[config.mk]
export PLATFORM = sky130hd
export DESIGN_NAME = fir_bank
export DESIGN_NICKNAME = d
export VERILOG_FILES = /design/src/rtl/fir_pkg.sv /design/src/rtl/fir_decode.sv /design/src/rtl/fir_reg.sv /design/src/rtl/fir_first.sv /design/src/rtl/fir_class.sv /design/src/rtl/fir_bank.sv
export SDC_FILE = /design/constraint.sdc
export NUM_CORES = 1
export LEC_CHECK = 0
export ABC_AREA = 1
export BUFFER_PORTS_ARGS = -buffer_cell sky130_fd_sc_hd__buf_2
export CELL_PAD_IN_SITES_DETAIL_PLACEMENT = 2
export CELL_PAD_IN_SITES_GLOBAL_PLACEMENT = 2
export CORE_UTILIZATION = 34
export DETAILED_ROUTE_END_ITERATION = 8
export PLACE_DENSITY = 0.95
export SLEW_MARGIN = 40
export SYNTH_ARGS = -nofsm -noshare
export SYNTH_HDL_FRONTEND = slang
export SYNTH_HIERARCHICAL = 1
export SYNTH_SLANG_ARGS = --single-unit
[constraint.sdc]
create_clock -name clk -period 6.2 [get_ports clk]
set_input_delay 0.31 -clock clk [delete_from_list [all_inputs] [get_ports clk]]
set_output_delay 0.31 -clock clk [all_outputs]
set_load 0.02 [all_outputs]
[src/rtl/fir_pkg.sv]
package fir_pkg;

    // register index map (byte address >> 3)
    localparam int FIR_IDX_FAULT     = 0;
    localparam int FIR_IDX_FAULT_CLR = 1;
    localparam int FIR_IDX_FAULT_SET = 2;
    localparam int FIR_IDX_MASK      = 3;
    localparam int FIR_IDX_MASK_CLR  = 4;
    localparam int FIR_IDX_MASK_SET  = 5;
    localparam int FIR_IDX_ACT_A     = 6;
    localparam int FIR_IDX_ACT_B     = 7;
    localparam int FIR_IDX_FIRST     = 8;
    localparam int FIR_IDX_ERR_RPT0  = 9;
    localparam int FIR_IDX_ERR_RPT1  = 10;
    localparam int FIR_IDX_GEN_STAT  = 11;
    localparam int FIR_IDX_RST_CTL   = 12;

    // one write strobe per stored target
    typedef struct packed {
        logic f_rep;
        logic f_clr;
        logic f_set;
        logic m_rep;
        logic m_clr;
        logic m_set;
        logic act_a;
        logic act_b;
        logic first;
        logic rst_ctl;
    } fir_wstb_t;

    typedef enum logic {
        FF_ARMED = 1'b0,
        FF_HELD  = 1'b1
    } fir_ff_state_e;

endpackage

[src/rtl/fir_decode.sv]
module fir_decode
    import fir_pkg::*;
#(
    parameter int IDX_W = 4
) (
    input  logic             we,
    input  logic [IDX_W-1:0] idx,
    output fir_wstb_t        stb
);

    function automatic logic hit(input logic [IDX_W-1:0] i, input int target);
        return i == IDX_W'(target);
    endfunction

    // read-only and unused indexes produce no strobe at all
    always_comb begin
        stb         = '0;
        stb.f_rep   = we && hit(idx, FIR_IDX_FAULT);
        stb.f_clr   = we && hit(idx, FIR_IDX_FAULT_CLR);
        stb.f_set   = we && hit(idx, FIR_IDX_FAULT_SET);
        stb.m_rep   = we && hit(idx, FIR_IDX_MASK);
        stb.m_clr   = we && hit(idx, FIR_IDX_MASK_CLR);
        stb.m_set   = we && hit(idx, FIR_IDX_MASK_SET);
        stb.act_a   = we && hit(idx, FIR_IDX_ACT_A);
        stb.act_b   = we && hit(idx, FIR_IDX_ACT_B);
        stb.first   = we && hit(idx, FIR_IDX_FIRST);
        stb.rst_ctl = we && hit(idx, FIR_IDX_RST_CTL);
    end

endmodule

[src/rtl/fir_reg.sv]
module fir_reg #(
    parameter int W = 64
) (
    input  logic         clk,
    input  logic         rst_n,
    input  logic         we_rep,
    input  logic         we_clr,
    input  logic         we_set,
    input  logic [W-1:0] wdata,
    input  logic [W-1:0] hw_set,
    output logic [W-1:0] d_o,
    output logic [W-1:0] q_o
);

    logic [W-1:0] q;
    logic [W-1:0] nxt;

    // software operation first, then hardware sets on top
    always_comb begin
        nxt = q;
        if (we_rep) begin
            nxt = wdata;
        end else if (we_clr) begin
            nxt = q & wdata;
        end else if (we_set) begin
            nxt = q | wdata;
        end
        nxt = nxt | hw_set;
    end

    always_ff @(posedge clk) begin
        if (!rst_n) begin
            q <= '0;
        end else begin
            q <= nxt;
        end
    end

    assign d_o = nxt;
    assign q_o = q;

    p_set_keeps_r4: assert property (@(posedge clk) disable iff (!rst_n)
        (we_set && !we_rep && !we_clr) |=> ((q & $past(wdata)) == $past(wdata)));

    p_clr_drops_r3: assert property (@(posedge clk) disable iff (!rst_n)
        (we_clr && !we_rep && hw_set == '0) |=> ((q & ~$past(wdata)) == '0));

    p_hw_sticky_r8: assert property (@(posedge clk) disable iff (!rst_n)
        1'b1 |=> ((q & $past(hw_set)) == $past(hw_set)));

endmodule

[src/rtl/fir_first.sv]
module fir_first
    import fir_pkg::*;
#(
    parameter int W = 64
) (
    input  logic         clk,
    input  logic         rst_n,
    input  logic         clr_i,
    input  logic [W-1:0] fault_q_i,
    input  logic [W-1:0] fault_d_i,
    input  logic [W-1:0] mask_q_i,
    output logic [W-1:0] first_o
);

    fir_ff_state_e state, state_nxt;
    logic [W-1:0]  first_q, first_nxt;
    logic [W-1:0]  arrivals;
    logic          pending;

    assign arrivals = fault_d_i & ~fault_q_i & ~mask_q_i;
    assign pending  = |(fault_q_i & ~mask_q_i);

    // state register
    always_ff @(posedge clk) begin
        if (!rst_n) begin
            state   <= FF_ARMED;
            first_q <= '0;
        end else begin
            state   <= state_nxt;
            first_q <= first_nxt;
        end
    end

    // transitions and register value
    always_comb begin
        state_nxt = state;
        first_nxt = first_q;
        unique case (state)
            FF_ARMED: begin
                // T_CAPTURE
                if (!clr_i && !pending && (arrivals != '0)) begin
                    state_nxt = FF_HELD;
                    first_nxt = arrivals;
                end else begin
                    first_nxt = '0;
                end
            end
            FF_HELD: begin
                // T_RELEASE
                if (clr_i) begin
                    state_nxt = FF_ARMED;
                    first_nxt = '0;
                end
            end
            default: begin
                state_nxt = FF_ARMED;
                first_nxt = '0;
            end
        endcase
    end

    assign first_o = first_q;

    p_first_clear_r10: assert property (@(posedge clk) disable iff (!rst_n)
        clr_i |=> (first_q == '0));

    p_first_hold_r9: assert property (@(posedge clk) disable iff (!rst_n)
        (state == FF_HELD && !clr_i) |=> $stable(first_q));

    p_capture_gated_r9: assert property (@(posedge clk) disable iff (!rst_n)
        (state == FF_ARMED && pending) |=> (first_q == '0));

endmodule

[src/rtl/fir_class.sv]
module fir_class #(
    parameter int W = 64
) (
    input  logic [W-1:0] fault_i,
    input  logic [W-1:0] mask_i,
    input  logic [W-1:0] act_a_i,
    input  logic [W-1:0] act_b_i,
    output logic [W-1:0] unmasked_o,
    output logic [W-1:0] recov_vec_o,
    output logic [W-1:0] chk_vec_o
);

    for (genvar b = 0; b < W; b++) begin : g_bit
        logic live;
        assign live           = fault_i[b] & ~mask_i[b];
        assign unmasked_o[b]  = live;
        assign recov_vec_o[b] = live & ~act_a_i[b] &  act_b_i[b];
        assign chk_vec_o[b]   = live & ~act_a_i[b] & ~act_b_i[b];
    end

endmodule

[src/rtl/fir_bank.sv]
module fir_bank
    import fir_pkg::*;
#(
    parameter int W      = 64,
    parameter int ADDR_W = 7
) (
    input  logic              clk,
    input  logic              rst_n,
    input  logic              cfg_we,
    input  logic [ADDR_W-1:0] cfg_addr,
    input  logic [W-1:0]      cfg_wdata,
    output logic [W-1:0]      cfg_rdata,
    input  logic [W-1:0]      hw_err_i,
    output logic [W-1:0]      unmasked_o,
    output logic              recov_o,
    output logic              chkstop_o
);

    localparam int IDX_W = ADDR_W - 3;

    logic [IDX_W-1:0] idx;
    logic [2:0]       unused_addr_lsb;
    fir_wstb_t        stb;
    logic [W-1:0]     fault_q, fault_d, mask_q, mask_d_unused;
    logic [W-1:0]     act_a_q, act_b_q, first_q;
    logic             rst_bit_q;
    logic [W-1:0]     recov_vec, chk_vec;

    assign idx             = cfg_addr[ADDR_W-1:3];
    assign unused_addr_lsb = cfg_addr[2:0];

    fir_decode #(.IDX_W(IDX_W)) u_decode (
        .we  (cfg_we),
        .idx (idx),
        .stb (stb)
    );

    fir_reg #(.W(W)) u_fault (
        .clk    (clk),
        .rst_n  (rst_n),
        .we_rep (stb.f_rep),
        .we_clr (stb.f_clr),
        .we_set (stb.f_set),
        .wdata  (cfg_wdata),
        .hw_set (hw_err_i),
        .d_o    (fault_d),
        .q_o    (fault_q)
    );

    fir_reg #(.W(W)) u_mask (
        .clk    (clk),
        .rst_n  (rst_n),
        .we_rep (stb.m_rep),
        .we_clr (stb.m_clr),
        .we_set (stb.m_set),
        .wdata  (cfg_wdata),
        .hw_set ('0),
        .d_o    (mask_d_unused),
        .q_o    (mask_q)
    );

    fir_first #(.W(W)) u_first (
        .clk       (clk),
        .rst_n     (rst_n),
        .clr_i     (stb.first),
        .fault_q_i (fault_q),
        .fault_d_i (fault_d),
        .mask_q_i  (mask_q),
        .first_o   (first_q)
    );

    // plainly stored registers
    always_ff @(posedge clk) begin
        if (!rst_n) begin
            act_a_q   <= '0;
            act_b_q   <= '0;
            rst_bit_q <= 1'b0;
        end else begin
            if (stb.act_a)   act_a_q   <= cfg_wdata;
            if (stb.act_b)   act_b_q   <= cfg_wdata;
            if (stb.rst_ctl) rst_bit_q <= cfg_wdata[W-1];
        end
    end

    fir_class #(.W(W)) u_class (
        .fault_i     (fault_q),
        .mask_i      (mask_q),
        .act_a_i     (act_a_q),
        .act_b_i     (act_b_q),
        .unmasked_o  (unmasked_o),
        .recov_vec_o (recov_vec),
        .chk_vec_o   (chk_vec)
    );

    assign recov_o   = |recov_vec;
    assign chkstop_o = |chk_vec;

    // read mux: aliases read their target, others read zero
    always_comb begin
        cfg_rdata = '0;
        if (idx == IDX_W'(FIR_IDX_FAULT) || idx == IDX_W'(FIR_IDX_FAULT_CLR) ||
            idx == IDX_W'(FIR_IDX_FAULT_SET)) begin
            cfg_rdata = fault_q;
        end else if (idx == IDX_W'(FIR_IDX_MASK) || idx == IDX_W'(FIR_IDX_MASK_CLR) ||
                     idx == IDX_W'(FIR_IDX_MASK_SET)) begin
            cfg_rdata = mask_q;
        end else if (idx == IDX_W'(FIR_IDX_ACT_A)) begin
            cfg_rdata = act_a_q;
        end else if (idx == IDX_W'(FIR_IDX_ACT_B)) begin
            cfg_rdata = act_b_q;
        end else if (idx == IDX_W'(FIR_IDX_FIRST)) begin
            cfg_rdata = first_q;
        end else if (idx == IDX_W'(FIR_IDX_RST_CTL)) begin
            cfg_rdata = {rst_bit_q, {(W-1){1'b0}}};
        end
    end

    p_mask_out_r7: assert property (@(posedge clk) disable iff (!rst_n)
        (unmasked_o & mask_q) == '0);

    p_first_in_fault_r9: assert property (@(posedge clk) disable iff (!rst_n)
        (stb.f_rep == 1'b0 && stb.f_clr == 1'b0 && $past(first_q) == '0 && first_q != '0)
        |-> ((first_q & fault_q) == first_q));

endmodule

-- Yosys cells after proc, flatten, opt, wreduce, memory -nomap -nowiden
Index checks and enable logic that the tools add are counted.
Widths: inputs -> output; s select.
- order comparisons: 0
- $mul: 0
- equal/unequal tests: 10
- shift-type cells: 0
- divide/modulo/power cells: 0
- bitwise operators: 459
- add/subtract/negate cells: 0
- reduce and logical (&&, ||, !) cells: 24
- muxes and demuxes: 18
- operator list (operator ; count):
    $mux 64 ; 14
    $and 64x64->64 ; 5
    $and 1x1->1 ; 256
    $not 1->1 ; 193
    $or 64x64->64 ; 3
    $reduce_or 64->1 ; 3
    $not 64->64 ; 2
    $pmux 64 s2 ; 1
    $reduce_bool 64->1 ; 1
    $eq 4x3->1 const B ; 4
    $logic_and 1x1->1 ; 12
    $eq 4x2->1 const B ; 2
    $eq 4x4->1 const B ; 2
    $eq 4x1->1 const B ; 1
    $logic_not 4->1 ; 1
    $logic_or 1x1->1 ; 4
    $reduce_bool 3->1 ; 1
    $logic_not 1->1 ; 2
    $mux 1 ; 2
    $ne 2x1->1 const B ; 1
    $pmux 1 s2 ; 1
- memories kept: 0
- latch bits: 0
- input bits: 138
- output and inout bits: 130
- RAM bits: 0
- bits in read-only memories: 0
- flip-flop bits (word level): 322

-- Longest topological paths before layout
Gate-level depths: netlist of the first run.
- depth after elaboration: 12
- mapped depth: 21
- gate-level depth less buffers: 18

-- Hierarchy
The synthesis of the first run kept the hierarchy.
- modules (own cells, without submodules) (module ; area an instance (µm²) ; times used ; cells each ; seq. area each (µm²)):
    fir_reg ; 3907.5 ; 2 ; 600 ; 1281.2
    fir_bank ; 7282.0 ; 1 ; 1251 ; 2582.5
    fir_first ; 4464.3 ; 1 ; 703 ; 1301.2
    fir_class ; 2487.4 ; 1 ; 576 ; 0.0
    fir_decode ; 97.6 ; 1 ; 25 ; 0.0

-- Least setup slack after synthesis of the first run
OpenSTA, ideal clock, no wires.
- kind: input to register
- from: input cfg_addr[5]
- to: register u_first.first_q[0], in the netlist u_first/first_o[0]
- path buffers: 3
- library setup time: 0.143 ns
- slack: 3.996 ns
- data arrival time: 2.061 ns
- required time: 6.057 ns
- cell stages on the path: 21
- cell sequence: nor2_1 > nand2_1 > nor2_1 > inv_2 > nand2_4 > clkbuf_8 > nand2_1 > nand2_1 > nand3_2 > nand2_1 > nand2_1 > inv_1 > nand2_1 > nor2_1 > nand2_1 > nor2_1 > nand2_1 > buf_2 > buf_4 > nand3_2 > a21oi_2
- RTL lines (item ; line ; RTL):
    start, declared ; fir_bank.sv:10 ; input logic [ADDR_W-1:0] cfg_addr,
    end signal, assigned ; fir_first.sv:30 ; first_q <= first_nxt;
    end, declared ; fir_first.sv:16 ; logic [W-1:0] first_q, first_nxt;

==> results.yml, run 1 <==
clock_tree:
  cts-root-buf: "clkbuf_16"
  cts.sinks: 322
  postCtsHoldBufs: 0
  cts_max_path_buffers: 3
  htree_levels: 2
  clk_pin_slew_ns: 0.06
  cts_repair_resize_count: 0
  clock_latency_ns: 0.58
  numCtsBuffers: 43
  cts_tree: "yes"
  cts_setup_buffers: 0
timing:
  slew_violations: 0
  fin_tns_setup_ns: 0
  rsz0062_at_grt: "false"
  slew_headroom: 0.444
  max_freq_ghz: 0.239
  worst_slew_pin_slew_ns: 0.834
  clock_skew_ns: 0.0119
  setup_viol: 0
  finalCritPeriodShare: 0.674
  finalCriticalPeriod_ns: 4.18
  hold_violations: 0
cells_and_area:
  fin_nets: 4080
  drive_gt1_frac: 0.162
  stdcell_area_um2: 25100
  syn2layout_area_growth_pct: 13.4
hold_path:
  hold_path_class: "input port to flip-flop"
  min_to: "u_fault/q_o[28]"
  hp-start: "hw_err_i[28]"
  whs_path_depth: 5
synth:
  synth-xor-area-share: 0
  synthMuxAreaShare: 0
  ys_seq_elements: 322
  synth_cells: 3755
  syn_avg_cell_area_um2: 5.90
  syn-cell-area_um2: 22100
  synth_top_area_frac: 0.291
  synth_area_leaders: "dfxtp_1, nand2_1, inv_1"
  synth_top_family_by_area: "simple AND/OR/NAND/NOR gates"
  synth_area_leader_cell: "dfxtp_1"
  yosysSeqAreaShare: 0.291
  yosysWarnings: 6
  synth-simple-area-share: 0.438
  synth_compound_area_frac: 0.0564
  synth_cell_type_count: 28
  synthAdderAreaFrac: 0
grt:
  grt_pass1_wl_mm: 168
  grt_overflow: 0
  antenna_found_initial: 8
  grt_pass1_vias: 28700
  grt.total_usage: 0.327
  grt_max_degree: 75
drt:
  routedWlPerCell_um: 22.9
  vias_per_cell: 5.16
  top_layer: "met5"
  met1Wirelength_mm: 43.2
  drtIter0Drc: 1194
  drc: 0
  wl_met3_mm: 5.67
  wl_met2_mm: 56.2
  totalWireLength_mm: 111
  drt_pass1_iterations: 5
  route.vias.total: 24900
  drtAntennaViolNets: 0
pwr:
  vdd_drop_max_v: 0.000178
  power.total_mw: 6.07
  p_leak_nw: 13.1
  power.density_nw_per_um2: 242
die:
  die_h_um: 257
  io-pin-count: 268
  die_area_um2: 66200
  row_count: 93
  core_area_um2: 64300
  start_util: 0.344
  fp.dieW_um: 257
critical_path:
  cpMostUsedCell: "nand2_1"
  arrival_ns: 4.59
  reg2regPathDepth: 11
  start_kind: "input port"
  critical_path.cell_chain: "buf_2, nor2_1, nand2_1, nor2_1, inv_2, nand2_4, buf_12, nand2_1, nand2_1, nand3_2, nand2_1, nand4_1, nor2_1, nand2_1, nor2_1, nand2_4, buf_4, nand3_1, a21oi_1"
  cpPeakStageDelay_ns: 0.52
  worst-path-max-fanout: 38
  reg2reg_to: "u_first/first_o[55]"
  slowest_stage: "nand2_4"
  crit_type: "input port to flip-flop"
  regToRegStartpoint: "u_fault/q_o[16]"
  end_kind: "flip-flop"
  reg2reg_slack_ns: 2.93
  worst_ep_required_time_ns: 6.61
place:
  placed_area_um2: 23600
  place_congestion: 0.786
  numPortBuffers: 264
  dp_hpwl_mm: 70.3
run:
  drv_cap: 0
run_status:
  status: "finished clean"
-- layer usage --
layer	vias to the layer above	global-route usage
met5	-	0
met4	4	0.174
met3	339	0.0557
met2	795	0.596
met1	12500	0.361
li1	11300	-
-- synth_stat cells --
library cell and n:
nand3_2 170, a21oi_1 19, inv_2 8, buf_1 4
nor3_1 3, nor3_2 1, a21oi_2 49, nand4_1 77
inv_1 854, nor3_4 1, nand2_1 1050, dfxtp_1 322
clkbuf_8 12, nor2_2 4, nand2_2 42, buf_6 33
nand2_4 2, nand2_8 2, clkbuf_1 67, nor2_1 643
buf_12 5, nand3_1 154, o21ai_1 16, buf_2 18
buf_4 68, conb_1 1, or2_0 1, o21ai_0 129
-- logic make-up (layout without fill, tap and decap cells) --
family	Yosys count	after routing
AO/OA/AOI/OAI	213	213
other	1	69
AND/OR/NAND/NOR	2150	2150
buffers and inverters	1069	1225
flip-flops	322	322
-- worst max path at each step --
stage                      startpoint  slack (ns)             endpoint  cells past startpoint
after floorplan           cfg_addr[5]        4.00   u_first/first_o[0]                     21
after global placement    cfg_addr[5]        2.03        u_first/state                     19
after detailed placement  cfg_addr[5]        1.68  u_first/first_o[55]                     19
after CTS                 cfg_addr[5]        2.10  u_first/first_o[55]                     19
after global routing      cfg_addr[5]        1.96  u_first/first_o[55]                     19
final                     cfg_addr[5]        2.02  u_first/first_o[55]                     19
-- where the power goes --
group / total, mW / switching, mW / internal, mW
Sequential: 2.29 / 0.140 / 2.15
Combinational: 1.06 / 0.767 / 0.290
Clock: 2.72 / 1.10 / 1.62
-- cell usage in the layout, fill, tap and decap left out, types with 4 or more instances in the layout --
cell       synthesis  layout
dfxtp_1          322     322
inv_1            854     853
nand3_1          154     154
o21ai_0          129     129
clkbuf_16          0      45
nand2_1         1050    1048
nand3_2          170     170
o21ai_1           16      16
buf_6             33       8
a21oi_1           19      19
buf_2             18     263
clkbuf_1          67       5
inv_2              8       7
a21oi_2           49      49
nand2_8            2       4
bufinv_16          0       4
nor2_1           643     639
buf_4             68      10
clkinv_2           0       9
nor2_4             0       7
nand2_2           42      42
nand4_1           77      77
clkbuf_8          12      11
diode_2            0       5
conb_1             1      64
-- layout make-up --
type | instances | area, um^2
inverter | 862 | 3240
sequential | 322 | 6450
clock inverter | 16 | 189
antenna | 5 | 12.5
tap | 855 | 1070
fill | 8117 | 39200
timing repair buffer | 286 | 1590
clock buffer | 61 | 1300
multi-input combinational | 2427 | 11300
-- worst max-delay path, delay by kind of cell --
family / cells / cell delay (ns)
buffers and inverters: 4 / 1.08
AOI/OAI and AO/OA: 1 / 0.11
and+or+nand+nor: 14 / 3.00
-- flip-flops by register name, summed over array words and instances (netlist names) --
signal	flops
rst_bit_q	1
u_fault/q_o	64
u_first/state	1
act_a_q	64
u_first/first_o	64
u_mask/q_o	64
act_b_q	64
-- stage by stage --
step	utilization	hold WS, ns	setup slack, ns	std cells
6_report	0.390	0.0359	2.02	4834
5_1_grt	0.390	0.0557	1.96	4832
3_3_place_gp	0.365	0.456	2.03	4748
4_1_cts	0.390	0.00688	2.10	4829
3_5_place_dp	0.367	0.466	1.68	4752
2_1_floorplan	-	0.445	4.00	3818
No activity file was read; power rests on OpenSTA's default activity.
==> run 2: changes to the inputs <==
--- a/config.mk
+++ b/config.mk
@@ -5,13 +5,13 @@
 export SDC_FILE = /design/constraint.sdc
 export NUM_CORES = 1
 export LEC_CHECK = 0
-export ABC_AREA = 1
+export ABC_AREA = 0
 export BUFFER_PORTS_ARGS = -buffer_cell sky130_fd_sc_hd__buf_2
 export CELL_PAD_IN_SITES_DETAIL_PLACEMENT = 2
 export CELL_PAD_IN_SITES_GLOBAL_PLACEMENT = 2
-export CORE_UTILIZATION = 34
+export CORE_UTILIZATION = 31
 export DETAILED_ROUTE_END_ITERATION = 8
-export PLACE_DENSITY = 0.95
+export PLACE_DENSITY = 0.85
 export SLEW_MARGIN = 40
 export SYNTH_ARGS = -nofsm -noshare
 export SYNTH_HDL_FRONTEND = slang
==> constraint.sdc (replaced) <==
create_clock -name clk -period 3.6 [get_ports clk]
set_input_delay 0.18 -clock clk [delete_from_list [all_inputs] [get_ports clk]]
set_output_delay 0.18 -clock clk [all_outputs]
set_load 0.02 [all_outputs]
==> run 2 against run 1 <==
Wire length is 11% higher. Register-to-register slack got worse by 2.7 ns. Largest cell class unchanged. Utilization decreased by 1.0 points. Clock skew grew 0.012 ns. Clock-buffer cell count shrank 1. Sequential power grew 78%. Non-clock buffer count rose by 133. Total power is 75% higher. Final cell count shrank 22%. Critical path type is now flip-flop to output pin. Combinational power up 110%.
==> results.yml, run 2 <==
clock_tree:
  cts_repair_resize_count: 0
  numCtsBuffers: 40
  cts.sinks: 322
  htree_levels: 2
  cts-root-buf: "clkbuf_16"
  cts_max_path_buffers: 3
  postCtsHoldBufs: 87
  clk_pin_slew_ns: 0.06
  clock_latency_ns: 0.59
  cts_setup_buffers: 0
  cts_tree: "yes"
drt:
  drtAntennaViolNets: 0
  drc: 0
  route.vias.total: 23700
  totalWireLength_mm: 123
  routedWlPerCell_um: 32.7
  drtIter0Drc: 2491
  vias_per_cell: 6.30
  drt_pass1_iterations: 6
grt:
  grt_pass1_wl_mm: 179
  antenna_found_initial: 17
  grt_overflow: 0
  grt_max_degree: 92
  grt_pass1_vias: 26000
  grt.total_usage: 0.353
timing:
  rsz0062_at_grt: "false"
  finalCritPeriodShare: 0.994
  max_freq_ghz: 0.280
  slew_headroom: 0.386
  finalCriticalPeriod_ns: 3.58
  slew_violations: 0
  setup_viol: 0
  hold_violations: 0
  worst_slew_pin_slew_ns: 0.921
  fin_tns_setup_ns: 0
  setup_ws_ns: 0.0233
  clock_skew_ns: 0.0239
synth:
  synth_cells: 2560
  yosysWarnings: 6
  syn_avg_cell_area_um2: 8.06
  syn-cell-area_um2: 20600
pwr:
  comb_power_share: 0.210
  p_leak_nw: 9.88
  intPower_mw: 6.97
  vdd_drop_max_v: 0.000235
  power_switching_mw: 3.63
  switching_share: 0.342
  power.density_nw_per_um2: 425
  power.total_mw: 10.6
  p_clk_frac: 0.407
  p_seq_frac: 0.383
critical_path:
  start_kind: "flip-flop"
  worst_ep_required_time_ns: 3.42
  end_kind: "output pin"
  worst-path-max-fanout: 7
  arrival_ns: 3.40
  reg2reg_slack_ns: 0.28
  crit_type: "flip-flop to output pin"
die:
  die_h_um: 260
  io-pin-count: 268
  die_area_um2: 67600
  fp.dieW_um: 260
  start_util: 0.314
  row_count: 94
  core_area_um2: 65700
run_status:
  status: "finished clean"
cells_and_area:
  instances_no_fill: 3769
  layout_common_cells: "nand2_1, dfxtp_1, buf_2"
  syn2layout_area_growth_pct: 21.1
  final_common_cell: "nand2_1"
  drive_gt1_frac: 0.203
  final_util: 0.380
  fin_nets: 3006
place:
  numPortBuffers: 264
  place_ws_ns: 0.378
  placed_cells: 3600
  place_congestion: 0.922
  dp_hpwl_mm: 71.8
hold_path:
  hold_path_class: "input port to flip-flop"
run:
  drv_cap: 0
-- run 2: final timing paths --
| kind | from | endpoint | cells past startpoint |
|---|---|---|---|
| worst max-delay path | u_mask/q_o[23] | recov_o | 7 |
| worst min-delay path | cfg_wdata[27] | act_b_q[27] | 3 |
| worst max register to register | u_mask/q_o[22] | u_first/first_o[57] | 7 |
| worst min register to register | u_first/first_o[39] | u_first/first_o[39] | 2 |
-- run 2: per-layer routing --
layer / vias up / share of wire / global-route usage / wire (um)
met5: - / 0.0014 / 0.00641 / 176
met4: 20 / 0.077 / 0.258 / 9500
met1: 11900 / 0.38 / 0.408 / 46500
met2: 1624 / 0.45 / 0.559 / 56000
met3: 616 / 0.091 / 0.0967 / 11200
li1: 9544 / - / - / -
-- run 2: final cells by class --
type | count | area, um^2
clock inverter | 11 | 130
timing repair buffer | 419 | 2900
antenna | 8 | 20.0
inverter | 58 | 220
sequential | 322 | 6450
multi-input combinational | 2027 | 13000
clock buffer | 60 | 1180
tap | 864 | 1080
fill | 7322 | 40800
-- run 2: metrics by stage --
stage	hold slack, ns	cell area, um^2
global route	0.00296	25000
CTS	0.000381	24900
detailed placement	0.451	22700
floorplan	0.340	20900
global placement	0.433	22700
finish	0.00476	25000
-- run 2: critical path, stage by stage, from the launching register on --
cell and delay (ns):
dfxtp_1 0.51, buf_4 0.24, and4bb_2 0.24, nor4_1 0.45, buf_4 0.26, nand4_1 0.19
or4_1 0.68, buf_2 0.23
-- run 2: power by group through the flow --
stage	combinational (mW)	sequential [mW]	clock [mW]
final	2.23	4.07	4.31
after global routing	2.28	4.08	4.41
after floorplan	1.21	3.97	0
after global placement	1.82	4.07	0
after CTS	2.05	4.03	4.28
after detailed placement	1.91	4.10	0
